<file path="src/rtl/sofd_pkg.sv">
package sofd_pkg;
  typedef enum logic [1:0] {
    ST_IDLE = 2'd0,
    ST_PRE  = 2'd1,
    ST_DATA = 2'd2,
    ST_SKIP = 2'd3
  } sofd_state_e;
endpackage

</file>
<file path="src/rtl/sofd_classify.sv">
module sofd_classify #(
  parameter int          NIB_W   = 4,
  parameter logic [3:0]  PRE_VAL = 4'h5,
  parameter logic [3:0]  DLM_VAL = 4'hD
) (
  input  logic [NIB_W-1:0] nib_i,
  output logic             is_pre_o,
  output logic             is_dlm_o
);
  localparam logic [NIB_W-1:0] PRE_C = NIB_W'(PRE_VAL);
  localparam logic [NIB_W-1:0] DLM_C = NIB_W'(DLM_VAL);

  logic [NIB_W-1:0] pre_hit, dlm_hit;

  // per-bit match so every wire of the bus takes part
  for (genvar b = 0; b < NIB_W; b++) begin : g_bit
    assign pre_hit[b] = (nib_i[b] == PRE_C[b]);
    assign dlm_hit[b] = (nib_i[b] == DLM_C[b]);
  end

  assign is_pre_o = &pre_hit;
  assign is_dlm_o = &dlm_hit;
endmodule

</file>
<file path="src/rtl/sofd_run_cnt.sv">
module sofd_run_cnt #(
  parameter int MIN_RUN = 2
) (
  input  logic clk_i,
  input  logic rst_ni,
  input  logic clr_i,
  input  logic inc_i,
  output logic reached_o
);
  localparam int              CNT_W = $clog2(MIN_RUN + 1);
  localparam logic [CNT_W-1:0] LIM  = CNT_W'(MIN_RUN);

  logic [CNT_W-1:0] cnt_q;

  always_ff @(posedge clk_i or negedge rst_ni) begin
    if (!rst_ni)                  cnt_q <= '0;
    else if (clr_i)               cnt_q <= '0;
    else if (inc_i && cnt_q != LIM) cnt_q <= cnt_q + 1'b1;
  end

  assign reached_o = (cnt_q == LIM);
endmodule

</file>
<file path="src/rtl/sofd_fsm.sv">
module sofd_fsm
  import sofd_pkg::*;
(
  input  logic        clk_i,
  input  logic        rst_ni,
  input  logic        qual_i,
  input  logic        is_pre_i,
  input  logic        is_dlm_i,
  input  logic        run_ok_i,
  output sofd_state_e state_o,
  output logic        sof_pend_o
);
  sofd_state_e state_q, state_d;
  logic        pend_d;

  always_comb begin
    state_d = state_q;
    pend_d  = 1'b0;
    if (!qual_i) begin
      state_d = ST_IDLE;
    end else begin
      unique case (state_q)
        ST_IDLE, ST_PRE: begin
          if (is_pre_i)                  state_d = ST_PRE;
          else if (is_dlm_i && run_ok_i) begin
            state_d = ST_DATA;
            pend_d  = 1'b1;
          end else                       state_d = ST_SKIP;
        end
        ST_DATA: state_d = ST_DATA;
        ST_SKIP: state_d = ST_SKIP;
        default: state_d = ST_IDLE;
      endcase
    end
  end

  always_ff @(posedge clk_i or negedge rst_ni) begin
    if (!rst_ni) begin
      state_q <= ST_IDLE;
      sof_pend_o <= 1'b0;
    end else begin
      state_q <= state_d;
      sof_pend_o <= pend_d;
    end
  end

  assign state_o = state_q;
endmodule

</file>
<file path="src/rtl/mii_sof_detect.sv">
module mii_sof_detect
  import sofd_pkg::*;
#(
  parameter int         NIB_W   = 4,
  parameter int         MIN_RUN = 2,
  parameter logic [3:0] PRE_VAL = 4'h5,
  parameter logic [3:0] DLM_VAL = 4'hD
) (
  input  logic             clk_i,
  input  logic             rst_ni,
  input  logic [NIB_W-1:0] nib_i,
  input  logic             qual_i,
  output logic             sof_o,
  output logic             in_frame_o,
  output logic             pre_err_o
);
  logic        is_pre, is_dlm, run_ok, sof_pend;
  sofd_state_e state;

  sofd_classify #(.NIB_W(NIB_W), .PRE_VAL(PRE_VAL), .DLM_VAL(DLM_VAL)) i_classify (
    .nib_i    (nib_i),
    .is_pre_o (is_pre),
    .is_dlm_o (is_dlm)
  );

  // count 0x5 nibbles only while looking for the delimiter
  sofd_run_cnt #(.MIN_RUN(MIN_RUN)) i_run_cnt (
    .clk_i     (clk_i),
    .rst_ni    (rst_ni),
    .clr_i     (!qual_i || !(state == ST_IDLE || state == ST_PRE)),
    .inc_i     (is_pre),
    .reached_o (run_ok)
  );

  sofd_fsm i_fsm (
    .clk_i      (clk_i),
    .rst_ni     (rst_ni),
    .qual_i     (qual_i),
    .is_pre_i   (is_pre),
    .is_dlm_i   (is_dlm),
    .run_ok_i   (run_ok),
    .state_o    (state),
    .sof_pend_o (sof_pend)
  );

  // gate with the qualifier: no pulse or flag on a nibble that is not valid
  assign sof_o      = sof_pend && qual_i;
  assign in_frame_o = (state == ST_DATA) && qual_i;
  assign pre_err_o  = (state == ST_SKIP);
endmodule

</file>
<file path="config.mk">
export PLATFORM = sky130hd
export DESIGN_NAME = mii_sof_detect
export DESIGN_NICKNAME = d
export VERILOG_FILES = /design/src/rtl/sofd_pkg.sv /design/src/rtl/sofd_classify.sv /design/src/rtl/sofd_run_cnt.sv /design/src/rtl/sofd_fsm.sv /design/src/rtl/mii_sof_detect.sv
export SDC_FILE = /design/constraint.sdc
export NUM_CORES = 1
export LEC_CHECK = 0
export BUFFER_PORTS_ARGS = -buffer_cell sky130_fd_sc_hd__buf_2
export CAP_MARGIN = 20
export CORE_AREA = 2 2 39 41
export CTS_CLUSTER_SIZE = 16
export DETAILED_ROUTE_END_ITERATION = 10
export DIE_AREA = 0 0 41 43
export RECOVER_POWER = 100
export SYNTH_ARGS = -nofsm -noshare
export SYNTH_HDL_FRONTEND = slang
export SYNTH_SLANG_ARGS = --single-unit
</file>
<file path="constraint.sdc">
create_clock -name clk_i -period 1.93 [get_ports clk_i]
set_input_delay 0.0965 -clock clk_i [delete_from_list [all_inputs] [get_ports clk_i]]
set_output_delay 0.0965 -clock clk_i [all_outputs]
set_load 0.05 [all_outputs]
</file>
==> reports/qor.csv, run 1 <==
metric,value,unit
critical_path_arrival,1.37,ns
hold_buffers,1,
netlist_instances,26,
cp.required,1.83,ns
fp-row-count,14,
drt-total-wl,568,um
seq_area,125,um2
die_height,43,um
slew_viol_final,0,
multi_input_area,148,um2
reg2reg_to,i_run_cnt.cnt_q[0]$_DFFE_PN0P_,
first_iter_violations,4,
insertion_delay,0.25,ns
crit_path_end_kind,primary output,
rsz0062_at_grt,no,
cp-start-kind,register,
start_util,0.203,
grt_max_degree,7,
min_path_type,in -> reg,
via_count,245,
ctsResizeCount,0,
cts_tree,built,
seq_area_frac_synth,0.446,
finalHoldViolCount,0,
syn_nets,34,
leakage,0.186,nW
drtAntennaViolNets,0,
setup_viol_count_final,0,
max_freq,682,MHz
gp_congestion,0.811,
fin_setup_tns,0,ns
hold_depth,2,
skew,0.000132,ns
grt_util_all_layers,0.0746,
post-place-ws,0.785,ns
n_antenna_cell,0,
slew_headroom,0.606,
drive_gt1_frac,0.275,
worst_pin_slew,0.593,ns
worst_hold_slack,0.104,ns
grt_pass1_vias,230,
fin_crit_sh,0.760,
cts_buffer_depth,2,
synth_cell_types,17,
wl_per_cell,10.1,um
ys_ff_latch,5,
die_w,41,um
antenna_found_initial,0,
vias_per_cell,4.38,
rr_startpoint,i_run_cnt.cnt_q[0]$_DFFE_PN0P_,
dieArea,0.00176,mm2
vdd_drop_max,0.303,mV
crit_fanout,5,
cts.sinks,5,
htreeDepth,1,
port_buffers,9,
min-delay-start,nib_i[3],
final_nets,49,
path_clk_slew,0.04,ns
r2r_slack,0.73,ns
fillerInstances,149,
power_density,721,mW/mm2
ios,10,
drc,0,
whs_endpoint,i_fsm.state_o[0]$_DFF_PN0_,
drt_first_pass_iters,3,
post_cts_buffers,0,
syn_area,280,um2
criticalPathCategory,reg -> out,
yosysWarnings,0,
grt_pass1_wl,869,um
min_period,1.47,ns
syn_avg_cell_area,10.8,um2
root_buffer,clkbuf_4,
r2r_cells,4,
cap_viol_max_count,0,
grt_overflow,0,
fin_ws,0.464,ns
syn_to_final_growth,34.4,%
fp.coreArea,0.00138,mm2
cts_buffers,3,
outcome,finished clean,
## per-layer routing
layer,vias up,GRT usage,wire length [um]
li1,126,-,-
met1,105,0.104,290
met2,12,0.0938,207
met3,2,0,49
met4,0,0.0800,19
met5,-,0,0
## registers in the layout (all words and copies together), names as in the netlist
signal and count:
i_fsm.sof_pend_o 1, i_run_cnt.cnt_q 2, i_fsm.state_o 2
## cells in the mapped netlist
library cell,instances,area (um2)
a31oi_1,1,6.26
and2_1,2,12.5
and2b_1,1,7.51
and3b_2,1,10.0
and4_1,1,8.76
dfrtp_1,5,125
ha_1,1,12.5
inv_1,2,7.51
nand2_1,2,7.51
nand3b_4,1,20.0
nand4_1,1,6.26
nand4b_1,1,8.76
nor2_1,2,7.51
nor3b_1,1,7.51
o21ai_0,1,5.00
o311ai_1,2,17.5
o31a_2,1,10.0
## how the worst max path moves through the flow
stage / start / end / slack (ns) / depth (start not counted)
2_1_floorplan: i_fsm.state_o[1]$_DFF_PN0_ / in_frame_o / 0.27 / 2
3_3_place_gp: i_run_cnt.cnt_q[0]$_DFFE_PN0P_ / i_run_cnt.cnt_q[0]$_DFFE_PN0P_ / 0.79 / 4
3_5_place_dp: i_run_cnt.cnt_q[0]$_DFFE_PN0P_ / i_run_cnt.cnt_q[1]$_DFFE_PN0P_ / 0.78 / 4
4_1_cts: i_fsm.state_o[1]$_DFF_PN0_ / in_frame_o / 0.67 / 3
5_1_grt: i_fsm.state_o[1]$_DFF_PN0_ / in_frame_o / 0.34 / 3
6_report: i_fsm.state_o[1]$_DFF_PN0_ / in_frame_o / 0.46 / 3
## cell usage in the layout, fill, tap and decap left out
master and instances:
a31oi_1 1, and2_1 2, and2b_1 1, and3b_2 1, and4_1 1, buf_2 5, clkbuf_1 5, clkbuf_4 3
dfrtp_1 5, dlygate4sd3_1 1, ha_1 1, inv_1 2, nand2_1 2, nand3b_4 1, nand4_1 1, nand4b_1 1
nor2_1 2, nor3b_1 1, o21ai_0 1, o311ai_0 2, o31a_2 1
## critical path, stage by stage (launching register included)
cell and delay, ns:
dfrtp_1 0.39, inv_1 0.07, nor3b_1 0.17, clkbuf_1 0.49
## power by group
part | total [W] | internal (W) | switching [W]
sequential | 0.000111 | 0.000108 | 0.00000249
clock | 0.000125 | 0.0000784 | 0.0000469
combinational | 0.0000356 | 0.0000136 | 0.0000220
total | 0.000272 | 0.000200 | 0.0000714
## cell families (layout without fill, tap and decap cells)
family | after synthesis | count (layout) | synth area share
DFF | 5 | 5 | 0.446
AOI/OAI and AO/OA | 5 | 5 | 0.138
and+or+nand+nor | 13 | 13 | 0.344
adders and majority gates | 1 | 1 | 0.0446
buffers and inverters | 2 | 16 | 0.0268
## per-stage QoR
stage | utilization | instances | total power, W | cell area, um2
floorplan | - | 26 | 0.000132 | 280
global placement | 0.250 | 51 | 0.000147 | 345
detailed placement | 0.250 | 51 | 0.000148 | 345
CTS | 0.276 | 56 | 0.000278 | 382
global route | 0.272 | 56 | 0.000290 | 377
finish | 0.272 | 56 | 0.000272 | 377
## final cells by class
cell class,instances,share of cell area
Clock buffer,4,0.0698
Tap cell,16,0.0532
Sequential cell,5,0.332
Timing Repair Buffer,10,0.133
Multi-Input combinational cell,19,0.392
Inverter,2,0.0199
Power figures use the tool's default switching activity.
==> inputs of run 2 (changes only) <==
- ABC_AREA: unset -> 1
- clock period: 1.93 -> 1.2 ns (I/O delays scaled with it)
==> reports/qor.csv, run 2 <==
metric,value,unit
vias_per_cell,3.58,
grt_pass1_vias,220,
cts_buffer_depth,2,
crit_start,i_fsm.state_o[1]$_DFF_PN0_,
final_cell_mix,"nand2_1, inv_1, nor2_1",
ys_top_cells_by_count,"nand2_1, inv_1, nor2_1",
cap_viol_max_count,0,
leakage,0.236,nW
die_height,43,um
yosysMostFrequentCell,nand2_1,
fin_setup_tns,0,ns
via_count,254,
dieArea,0.00176,mm2
slew_headroom,0.819,
final_nets,64,
port_buffers,9,
path_clk_slew,0.04,ns
syn_area,285,um2
r2r_cells,7,
synth_edf_count,0,
syn_nets,49,
worst_pin_slew,0.271,ns
insertion_delay,0.23,ns
cts.sinks,5,
ys_ff_latch,5,
vdd_drop_max,0.438,mV
grt_max_degree,6,
final_area,393,um2
fp.coreArea,0.00138,mm2
die_w,41,um
grt_overflow,0,
netlist_instances,41,
outcome,finished clean,
min_period,1.10,ns
drt_first_pass_iters,4,
min-delay-start,qual_i,
seq_area_frac_synth,0.439,
wl_per_cell,6.66,um
synth_cell_types,10,
async_flop_share,1.00,
grt_pass1_wl,807,um
cts_buffers,3,
criticalPathCategory,reg -> out,
crit_fanout,4,
cp.required,1.14,ns
crit_chain,"inv_1, nor3_2, buf_4",
fp-row-count,14,
critical-path-max-stage-delay,0.39,ns
antenna_found_initial,0,
min_path_type,in -> reg,
grt_util_all_layers,0.0679,
root_buffer,clkbuf_4,
crit_path_end_kind,primary output,
rsz0062_at_grt,no,
syn_to_final_growth,37.7,%
crit_family,flip-flops,
fillerInstances,150,
dpl.hpwl,406,um
reg2reg_to,i_run_cnt.cnt_q[1]$_DFFE_PN0P_,
synth_area_leaders,"dfrtp_1, nand2_1, inv_1",
placed_area,355,um2
cp-start-kind,register,
cts_tree,built,
critical_path_arrival,1.04,ns
r2r_slack,0.15,ns
fin_crit_sh,0.921,
whs_endpoint,i_fsm.state_o[1]$_DFF_PN0_,
hold_depth,3,
slew_viol_final,0,
drtAntennaViolNets,0,
yosysTopAreaCell,dfrtp_1,
crit_slowest_cell,dfrtp_1,
skew,0.000628,ns
cp_num_buf_inv,2,
finalHoldViolCount,0,
synthFlopType,dfrtp_1,
drc,0,
drt-total-wl,473,um
layout_commonest_cell,nand2_1,
n_antenna_cell,0,
yosysTopAreaCellShare,0.439,
gp_congestion,0.657,
power_density,1120,mW/mm2
htreeDepth,1,
first_iter_violations,2,
drive_gt1_frac,0.273,
ios,10,
yosysWarnings,0,
max_freq,905,MHz
syn_avg_cell_area,6.96,um2
rr_startpoint,i_run_cnt.cnt_q[0]$_DFFE_PN0P_,
setup_viol_count_final,0,
start_util,0.206,
run 2: worst register-to-register path, cell delays in order (launching register included):
cell and delay [ns]:
dfrtp_1 0.39, inv_1 0.06, ha_1 0.16, inv_1 0.04
nand3_1 0.11, nand2_1 0.08, nand2_1 0.06, nand2_1 0.04
run 2: worst max-delay path by stage:
| stage | to | cells past startpoint |
|---|---|---|
| floorplan | in_frame_o | 2 |
| global placement | i_run_cnt.cnt_q[0]$_DFFE_PN0P_ | 7 |
| detailed placement | i_run_cnt.cnt_q[1]$_DFFE_PN0P_ | 7 |
| CTS | in_frame_o | 3 |
| global route | in_frame_o | 3 |
| finish | in_frame_o | 3 |
run 2: routing by layer:
metal,GRT usage,vias up,wire length [um]
li1,-,150,-
met1,0.103,98,256
met2,0.0844,6,186
met3,0.0157,0,30
met4,0.0400,0,0
met5,0,-,0
run 2: final cells by class:
| class | count | area [um2] | area share |
|---|---|---|---|
| clock buffer | 4 | 26.3 | 0.0669 |
| inverter | 11 | 41.3 | 0.105 |
| multi-input combinational | 25 | 124 | 0.315 |
| sequential | 5 | 125 | 0.318 |
| tap | 16 | 20.0 | 0.0510 |
| timing repair buffer | 10 | 56.3 | 0.143 |
run 2: where the power goes:
| group | total (W) | switching (W) | internal [W] |
|---|---|---|---|
| clock network | 0.000181 | 0.0000561 | 0.000125 |
| registers | 0.000187 | 0.00000784 | 0.000179 |
| logic | 0.0000731 | 0.0000461 | 0.0000270 |
run 2: cell families (layout without fill, tap and decap cells):
kind of cell | after synthesis | in the layout | synth area share
buffers and inverters | 11 | 25 | 0.145
DFF | 5 | 5 | 0.439
adders and majority gates | 1 | 1 | 0.0439
and+or+nand+nor | 24 | 24 | 0.373
run 2: through the flow:
stage / setup WS (ns) / hold WS, ns / power (W) / cells / utilization
2_1_floorplan: 0.00383 / -0.236 / 0.000235 / 41 / -
3_3_place_gp: 0.157 / -0.120 / 0.000258 / 66 / 0.257
3_5_place_dp: 0.142 / -0.119 / 0.000260 / 66 / 0.257
4_1_cts: 0.0287 / 0.0684 / 0.000453 / 71 / 0.285
5_1_grt: 0.0314 / 0.0774 / 0.000475 / 71 / 0.284
6_report: 0.0953 / 0.0751 / 0.000441 / 71 / 0.284
run 2: what timing repair did:
item                                    CTS  global route
endpoints found under the setup margin    1             1
buffers inserted                          0             0
resized for setup                         1             1
hold buffers                              1             0
hold endpoints to repair                  5             0
pin swaps                                 0             1
==> inputs of run 3 (changes only) <==
- RECOVER_POWER: 100 -> 50
==> reports/qor.csv, run 3 (synthesis gave the netlist of run 2 again) <==
metric,value,unit
insertion_delay,0.23,ns
n_antenna_cell,0,
fp-row-count,14,
min_period,1.10,ns
die_w,41,um
syn_to_final_growth,39.0,%
rsz0062_at_grt,no,
post-place-ws,0.142,ns
outcome,finished clean,
vdd_drop_max,0.440,mV
finalNonFillerCells,71,
placed_area,355,um2
slew_headroom,0.819,
drtAntennaViolNets,0,
layout_commonest_cell,nand2_1,
crit_path_end_kind,primary output,
fin_setup_tns,0,ns
cap_viol_max_count,0,
cts.sinks,5,
grt_max_degree,6,
path_clk_slew,0.04,ns
first_iter_violations,2,
dieArea,0.00176,mm2
crit_family,flip-flops,
grt_overflow,0,
grt_util_all_layers,0.0679,
r2r_slack,0.15,ns
final_area,397,um2
via_count,254,
crit_chain,"inv_1, nor3_2, buf_6",
post_cts_buffers,0,
fin_ws,0.0998,ns
critical-path-max-stage-delay,0.39,ns
htreeDepth,1,
criticalPathCategory,reg -> out,
start_util,0.206,
drt_first_pass_iters,4,
grt_pass1_vias,220,
drt-total-wl,475,um
multi_input_area,124,um2
fin_crit_sh,0.917,
vias_per_cell,3.58,
finalHoldViolCount,0,
cts_buffer_depth,2,
fp.coreArea,0.00138,mm2
cp-start-kind,register,
fillerInstances,151,
power_density,1110,mW/mm2
final_cell_mix,"nand2_1, inv_1, nor2_1, buf_2, dfrtp_1",
cp_num_buf_inv,2,
worst_pin_slew,0.271,ns
drc,0,
skew,0.000628,ns
root_buffer,clkbuf_4,
cts_buffers,3,
wl_per_cell,6.69,um
final_nets,64,
max_freq,909,MHz
dp_cells,66,
antenna_found_initial,0,
leakage,0.239,nW
min_path_type,in -> reg,
crit_fanout,4,
crit_slowest_cell,dfrtp_1,
critical_path_arrival,1.04,ns
dpl.hpwl,406,um
grt_pass1_wl,807,um
seq_area,125,um2
slew_viol_final,0,
drive_gt1_frac,0.273,
gp_congestion,0.657,
ios,10,
cts_tree,built,
cp.required,1.14,ns
setup_viol_count_final,0,
port_buffers,9,
die_height,43,um
run 3: repair_timing:
action | in CTS | in global routing
endpoints found under the setup margin | 1 | 1
pin swaps | 0 | 1
hold endpoints to repair | 5 | 0
gates resized for setup | 1 | 1
hold buffers | 1 | 0
run 3: area by class of cell:
cell class | count | share of cell area
well taps | 16 | 0.0505
repair buffers | 10 | 0.151
inverters | 11 | 0.104
clock buffers | 4 | 0.0662
multi-input cells | 25 | 0.312
flip-flops and latches | 5 | 0.315
run 3: layer usage:
metal  up-vias  GRT usage  routed length, um
met5         -          0                  0
met4         0     0.0400                  0
met3         0     0.0157                 30
met2         6     0.0844                185
met1        98      0.103                258
li1        150          -                  -
run 3: final timing paths:
kind / from / cells after the start / end
worst max-delay path: i_fsm.state_o[1]$_DFF_PN0_ / 3 / in_frame_o
worst min-delay path: qual_i / 3 / i_fsm.state_o[1]$_DFF_PN0_
worst max register to register: i_run_cnt.cnt_q[0]$_DFFE_PN0P_ / 7 / i_run_cnt.cnt_q[1]$_DFFE_PN0P_
worst min register to register: i_run_cnt.cnt_q[1]$_DFFE_PN0P_ / 2 / i_run_cnt.cnt_q[1]$_DFFE_PN0P_
max in group asynchronous: rst_ni / 2 / i_fsm.sof_pend_o$_DFF_PN0_
min in group asynchronous: rst_ni / 2 / i_fsm.state_o[1]$_DFF_PN0_
run 3: per-stage QoR:
stage	util	power, W	hold WS [ns]
3_5_place_dp	0.257	0.000260	-0.119
3_3_place_gp	0.257	0.000258	-0.120
5_1_grt	0.287	0.000477	0.0774
2_1_floorplan	-	0.000235	-0.236
4_1_cts	0.285	0.000453	0.0684
6_report	0.287	0.000442	0.0751
run 3: worst reg2reg max path: stages, from the launching register on:
cell and delay [ns]:
dfrtp_1 0.39, inv_1 0.06, ha_1 0.16, inv_1 0.04, nand3_1 0.11, nand2_1 0.08
nand2_1 0.06, nand2_1 0.04
run 3: report_power, final:
part           switching (W)  leakage (nW)  total [W]  internal (W)
clock              0.0000561        0.0150   0.000181      0.000125
sequential        0.00000784        0.0650   0.000187      0.000179
combinational      0.0000464         0.159  0.0000746     0.0000282
total               0.000110         0.239   0.000442      0.000332
